==> src/rtl/cmd_link_slave.sv <==
module cmd_link_slave #(
  parameter int CMD_MAX = 8,
  parameter int RSP_MAX = 16,
  parameter logic [6:0] ADDR_LO = 7'b0010001,
  parameter logic [6:0] ADDR_HI = 7'b1100011
) (
  input  logic                   clk,
  input  logic                   rst_n,
  input  logic                   scl_in,
  input  logic                   sda_in,
  input  logic                   addr_strap,
  input  logic [RSP_MAX*8-1:0]   rsp_data,
  output logic                   sda_oe,
  output logic                   cmd_valid,
  output logic [$clog2(CMD_MAX+1)-1:0] cmd_len,
  output logic [CMD_MAX*8-1:0]   cmd_data
);
  localparam int CW = $clog2(CMD_MAX + 1);
  localparam int RW = $clog2(RSP_MAX);
  localparam logic [CW-1:0] CMAX  = CW'(CMD_MAX);
  localparam logic [RW-1:0] RLAST = RW'(RSP_MAX - 1);

  typedef enum logic [3:0] {IDLE, ADDR, ADDR_END, ACK, WR, WR_END, RD, RACK, IGN} st_t;

  st_t st;
  logic [2:0] scl_p, sda_p;
  logic [2:0] cnt;
  logic [7:0] sh;
  logic       rw, nack;
  logic [CW-1:0] wcnt;
  logic [RW-1:0] ridx;

  wire scl_rise  = scl_p[1] & ~scl_p[2];
  wire scl_fall  = ~scl_p[1] & scl_p[2];
  wire sda       = sda_p[1];
  wire start_det = scl_p[1] & scl_p[2] & sda_p[2] & ~sda_p[1];
  wire stop_det  = scl_p[1] & scl_p[2] & ~sda_p[2] & sda_p[1];
  wire [6:0] my_addr = addr_strap ? ADDR_HI : ADDR_LO;
  wire [RW-1:0] ridx_n = ridx + RW'(1);
  wire [7:0] first_byte = rsp_data[{ridx, 3'b000} +: 8];
  wire [7:0] next_byte  = rsp_data[{ridx_n, 3'b000} +: 8];

  always_ff @(posedge clk) begin
    if (!rst_n) begin
      scl_p <= 3'b111;
      sda_p <= 3'b111;
    end else begin
      scl_p <= {scl_p[1:0], scl_in};
      sda_p <= {sda_p[1:0], sda_in};
    end
  end

  always_ff @(posedge clk) begin
    if (!rst_n) begin
      st <= IDLE;
      cnt <= '0;
      sh <= '0;
      rw <= 1'b0;
      nack <= 1'b0;
      wcnt <= '0;
      ridx <= '0;
      sda_oe <= 1'b0;
      cmd_valid <= 1'b0;
      cmd_len <= '0;
      cmd_data <= '0;
    end else begin
      cmd_valid <= 1'b0;
      if (start_det) begin
        st <= ADDR;
        cnt <= '0;
        wcnt <= '0;
        sda_oe <= 1'b0;
      end else if (stop_det) begin
        st <= IDLE;
        sda_oe <= 1'b0;
        wcnt <= '0;
        if (wcnt != '0) begin
          cmd_valid <= 1'b1;
          cmd_len <= wcnt;
        end
      end else begin
        case (st)
          ADDR, WR: if (scl_rise) begin
            sh <= {sh[6:0], sda};
            cnt <= cnt + 3'd1;
            if (cnt == 3'd7) st <= (st == ADDR) ? ADDR_END : WR_END;
          end
          ADDR_END: if (scl_fall) begin
            if (sh[7:1] == my_addr) begin
              sda_oe <= 1'b1;
              rw <= sh[0];
              ridx <= '0;
              st <= ACK;
            end else st <= IGN;
          end
          ACK: if (scl_fall) begin
            cnt <= '0;
            if (rw) begin
              sh <= first_byte;
              sda_oe <= ~first_byte[7];
              st <= RD;
            end else begin
              sda_oe <= 1'b0;
              st <= WR;
            end
          end
          WR_END: if (scl_fall) begin
            if (wcnt < CMAX) begin
              cmd_data[{wcnt, 3'b000} +: 8] <= sh;
              wcnt <= wcnt + CW'(1);
              sda_oe <= 1'b1;
              st <= ACK;
            end else st <= IGN;
          end
          RD: if (scl_fall) begin
            cnt <= cnt + 3'd1;
            if (cnt == 3'd7) begin
              sda_oe <= 1'b0;
              st <= RACK;
            end else begin
              sh <= {sh[6:0], 1'b0};
              sda_oe <= ~sh[6];
            end
          end
          RACK: if (scl_rise) nack <= sda;
                else if (scl_fall) begin
            if (nack || ridx == RLAST) st <= IGN;
            else begin
              ridx <= ridx_n;
              cnt <= '0;
              sh <= next_byte;
              sda_oe <= ~next_byte[7];
              st <= RD;
            end
          end
          default: ;
        endcase
      end
    end
  end

  AST_START_RESTART: assert property (@(posedge clk) disable iff (!rst_n)
    start_det |=> (st == ADDR && cnt == 3'd0 && wcnt == '0));
  AST_OE_CLOCK_LOW: assert property (@(posedge clk) disable iff (!rst_n)
    !$stable(sda_oe) |-> !scl_p[1]);
  AST_WRITE_CAP: assert property (@(posedge clk) disable iff (!rst_n)
    wcnt <= CMAX);
  AST_STROBE_AFTER_STOP: assert property (@(posedge clk) disable iff (!rst_n)
    cmd_valid |-> $past(stop_det));
  AST_STROBE_SINGLE: assert property (@(posedge clk) disable iff (!rst_n)
    cmd_valid |=> !cmd_valid);
  AST_IGNORE_RELEASED: assert property (@(posedge clk) disable iff (!rst_n)
    (st == IGN || st == IDLE) |-> !sda_oe);
endmodule

==> config.mk <==
export PLATFORM = sky130hd
export DESIGN_NAME = cmd_link_slave
export DESIGN_NICKNAME = d
export VERILOG_FILES = /design/src/rtl/cmd_link_slave.sv
export SDC_FILE = /design/constraint.sdc
export NUM_CORES = 1
export LEC_CHECK = 0
export CAP_MARGIN = 0
export CORE_MARGIN = 2
export CORE_UTILIZATION = 30
export CTS_CLUSTER_SIZE = 10
export DETAILED_ROUTE_END_ITERATION = 10
export SLEW_MARGIN = 10
export SYNTH_ARGS = -nofsm -noshare
export SYNTH_HDL_FRONTEND = slang
export SYNTH_SLANG_ARGS = --single-unit
==> constraint.sdc <==
create_clock -name clk -period 5.8 [get_ports clk]
set_clock_uncertainty 0.2 [all_clocks]
set_input_delay 0.87 -clock clk [delete_from_list [all_inputs] [get_ports clk]]
set_output_delay 0.87 -clock clk [all_outputs]
set_load 0.1 [all_outputs]
==> flow_summary.yaml <==
place:
  placedCellCount: 1133
  gp_routability_congestion: 0.851
  placement.io_buffers: 202
  post-dp-hpwl_mm: 17.0
logic_synthesis:
  compound_cell_area_share_of_the_yosys_netlist_pct: 18.5
  synth_edf_count: 0
  synth_async_sr_flop_share_pct: 0
  post_synth_inst_count: 722
  syn-mean-instance-area_sq_um: 9.38
  syn-num-nets: 863
  dominant_combinational_cell_family_by_area_after_synthesis: "multiplexers"
  ys_seq_area_share_pct: 29.8
  synth_cell_type_count: 75
  synthAdderAreaFrac_pct: 1.63
  synth_area_sq_mm: 0.00677
  synth_mux_area_share_pct: 25.3
  synth_ff_type: "dfxtp_1"
  yosys.area_share.xor_xnor_pct: 0.757
  yosys_register_bits: 101
  ys_warn_count: 0
  synth_area_in_simple_gates_pct: 17.8
floorplanning:
  chipWidth_um: 154
  placementRows: 54
  design.die.area_sq_mm: 0.0238
  die-height_um: 154
  coreArea_sq_mm: 0.0220
  start_util_pct: 30.8
  ios: 203
route:
  dr_total_vias: 6650
  wire_per_inst_um: 20.2
  drt_first_iter_violations: 449
  drc_errors: 0
  firstDrtPassIters: 5
  antenna_violating_nets_post_route: 0
  post_drt_via_cell_ratio: 5.79
  drt-total-wl_mm: 23.2
critical_path:
  series_of_cell_instances_along_the_critical_path: "buf_4 -> ha_1 -> xor2_2 -> mux2i_1 -> nand3_1 -> or4b_1 -> o211a_1"
  reg2reg_setup_slack_ns: 2.35
  cpLargestDelayFamily: "XOR/XNOR gates"
  crit_type: "reg2reg"
  crit-reg2reg-launch: "ridx[1]$_SDFFE_PN0P_"
  worst_ep_arrival_time_ns: 3.51
  levels_on_crit_path: 7
  worst_r2r_path_depth: 7
  worst-path-max-fanout: 34
  worstSetupEndpointType: "register"
  reg2reg_to: "sda_oe$_SDFFE_PP0P_"
  critPathLaunchType: "register"
  critical-path-max-stage-delay_ns: 0.91
  slowest_stage: "xor2_2"
  timing.critical_path.buf_inv: 1
  cp_data_required_time_ns: 5.85
worst_hold_path:
  min_delay_worst_endpoint: "scl_p[1]$_SDFF_PN1_"
  holdCritPathClass: "reg2reg"
  hold_path_depth: 1
  hold_path_startpoint: "scl_p[0]$_SDFF_PN1_"
timing:
  min_period_ns: 3.45
  finalHoldViolations: 0
  finalSetupTns_ns: 0
  timing.slew.headroom_pct: 23.3
  drv_slew: 0
  setup_repair_after_global_routing_missed_its_margin: "false"
  final_min_period_over_clock_period_pct: 59.5
  setup_violations: 0
  max_freq_ghz: 0.290
  timing_worst_slew_pin_value_ns: 1.15
clock_network:
  clk_pin_slew_worst_paths_ns: 0.07
  root_buffer: "clkbuf_16"
  clk_latency_ns: 0.36
  tritoncts: "built"
  htree_num_levels: 3
  clkSinkCount: 101
  ctsResizeCount: 0
  cts_max_path_buffers: 2
  cts-buffers-inserted: 9
  cts_hold_repair.buffers: 0
  postCtsSetupRepairBufs: 0
pwr:
  worst_ir_drop_vdd_uv: 139
  p_per_area_mw_per_mm2: 168
  overall_power_of_the_completed_layout_mw: 1.53
  leakagePower_nw: 2.81
finish:
  post_layout_nonfiller_instances: 1149
  multi_input_comb_area_sq_mm: 0.00435
  num-fill-cells: 2191
  ff_latch_area_sq_mm: 0.00202
  fin_nets: 1005
  diodes: 0
  drive_gt1_share_pct: 12.9
  area_growth_syn_to_layout_pct: 35.1
global_route:
  grtUsageTotal_pct: 19.1
  grt_antenna_before_repair: 0
  number_of_global_route_vias_before_repair: 6397
  grt_max_degree: 71
  globalRouteOverflowTotal: 0
  wire_length_of_the_first_global_routing_pass_mm: 36.3
run:
  cap_violations: 0
status:
  status: "finished, final reports clean"
[synth_stat cells, drive strengths merged (4+ instances only)]
cell type  count  area, sq um
clkbuf        59          243
a211oi         6         50.1
a31oi          4         25.0
mux2i         25          263
nand2         26         97.6
nand3         39          195
nand2b        14         87.6
inv           12         45.0
nor3          14         70.1
nand4b         7         61.3
nor2b          5         31.3
nand4         43          269
and3           9         57.6
o21ai         66          330
a311oi         6         52.6
dfxtp        101         2020
mux4          63         1420
and4b          4         40.0
a21oi         91          459
buf           22          125
o22ai          5         31.3
a22oi          4         30.0
nor2          26          100
and2           7         43.8
ha             8          100
[final cells by class]
cell class / count / area share (%)
inverters: 12 / 0.492
clock inverters: 6 / 0.574
clock buffers: 10 / 2.61
flip-flops and latches: 101 / 22.1
multi-input cells: 528 / 47.5
well taps: 280 / 3.83
repair buffers: 212 / 22.9
[state kept, by name, summed over array words and instances (netlist names)]
name	count
cmd_data	64
cmd_len	4
cmd_valid	1
cnt	3
nack	1
ridx	4
rw	1
scl_p	3
sda_oe	1
sda_p	3
sh	8
st	4
wcnt	4
[cells by family (layout without fill, tap and decap cells)]
logic type,count (synthesis),after routing
buffers and inverters,93,240
AO/OA/AOI/OAI,212,212
AND/OR/NAND/NOR,211,211
flip-flops,101,101
XOR/XNOR,5,5
adder cells (fa/ha/maj),9,9
multiplexers,91,91
[cells in the final DEF, fill, tap and decap left out, drive strengths merged, types with 7 or more instances in the layout]
cell type	Yosys	routed
o21ai	66	66
mux4	63	63
nand2b	14	14
nand4b	7	7
dfxtp	101	101
a21oi	91	91
clkbuf	59	10
and3	9	9
nand4	43	43
nand3	39	39
clkdlybuf4s50	0	202
nor2	26	26
nor3	14	14
and2	7	7
mux2i	25	25
inv	12	16
ha	8	8
buf	22	10
nand2	26	26
[worst reg2reg max path, delay by kind of cell (launching register included)]
family	cells	cell delay, ns
DFF	1	0.31
xor gates and xnor gates	1	0.91
adders and majority gates	1	0.38
buffers and inverters	1	0.50
muxes	1	0.25
AOI/OAI and AO/OA	1	0.21
and+or+nand+nor	2	0.59
[metal layers]
metal / vias to the layer above / part of all wire, % / global-route usage [%]
met2: 322 / 47 / 31.7
met4: 0 / 1.8 / 5.34
met1: 3220 / 43 / 25.6
li1: 3081 / - / -
met5: - / 0 / 0
met3: 27 / 7.3 / 3.45
[per-stage QoR]
stage / hold WS, ns / cell area [sq um] / worst slack (ns) / util [%]
after CTS: 0.210 / 9150 / 2.31 / 41.6
after floorplan: 0.186 / 6770 / 3.28 / -
after detailed placement: 0.193 / 8860 / 2.31 / 40.2
final: 0.208 / 9150 / 2.35 / 41.6
after global placement: 0.194 / 8860 / 2.43 / 40.2
after global routing: 0.225 / 9150 / 2.15 / 41.6
[where the power goes]
part | leakage [nW] | switching, mW | internal, mW
clock network | 0.143 | 0.295 | 0.312
logic | 1.85 | 0.0719 | 0.129
registers | 0.816 | 0.0261 | 0.700
[worst max-delay path by stage]
stage                                      to  slack [ns]            startpoint
finish                    sda_oe$_SDFFE_PP0P_        2.35  ridx[1]$_SDFFE_PN0P_
global route              sda_oe$_SDFFE_PP0P_        2.15  ridx[1]$_SDFFE_PN0P_
CTS                       sda_oe$_SDFFE_PP0P_        2.31  ridx[1]$_SDFFE_PN0P_
detailed placement        sda_oe$_SDFFE_PP0P_        2.31  ridx[1]$_SDFFE_PN0P_
global placement          sda_oe$_SDFFE_PP0P_        2.43  ridx[1]$_SDFFE_PN0P_
floorplan           cmd_data[19]$_SDFFE_PN0P_        3.28  wcnt[0]$_SDFFE_PP0P_
No activity file was read; power rests on OpenSTA's default activity.
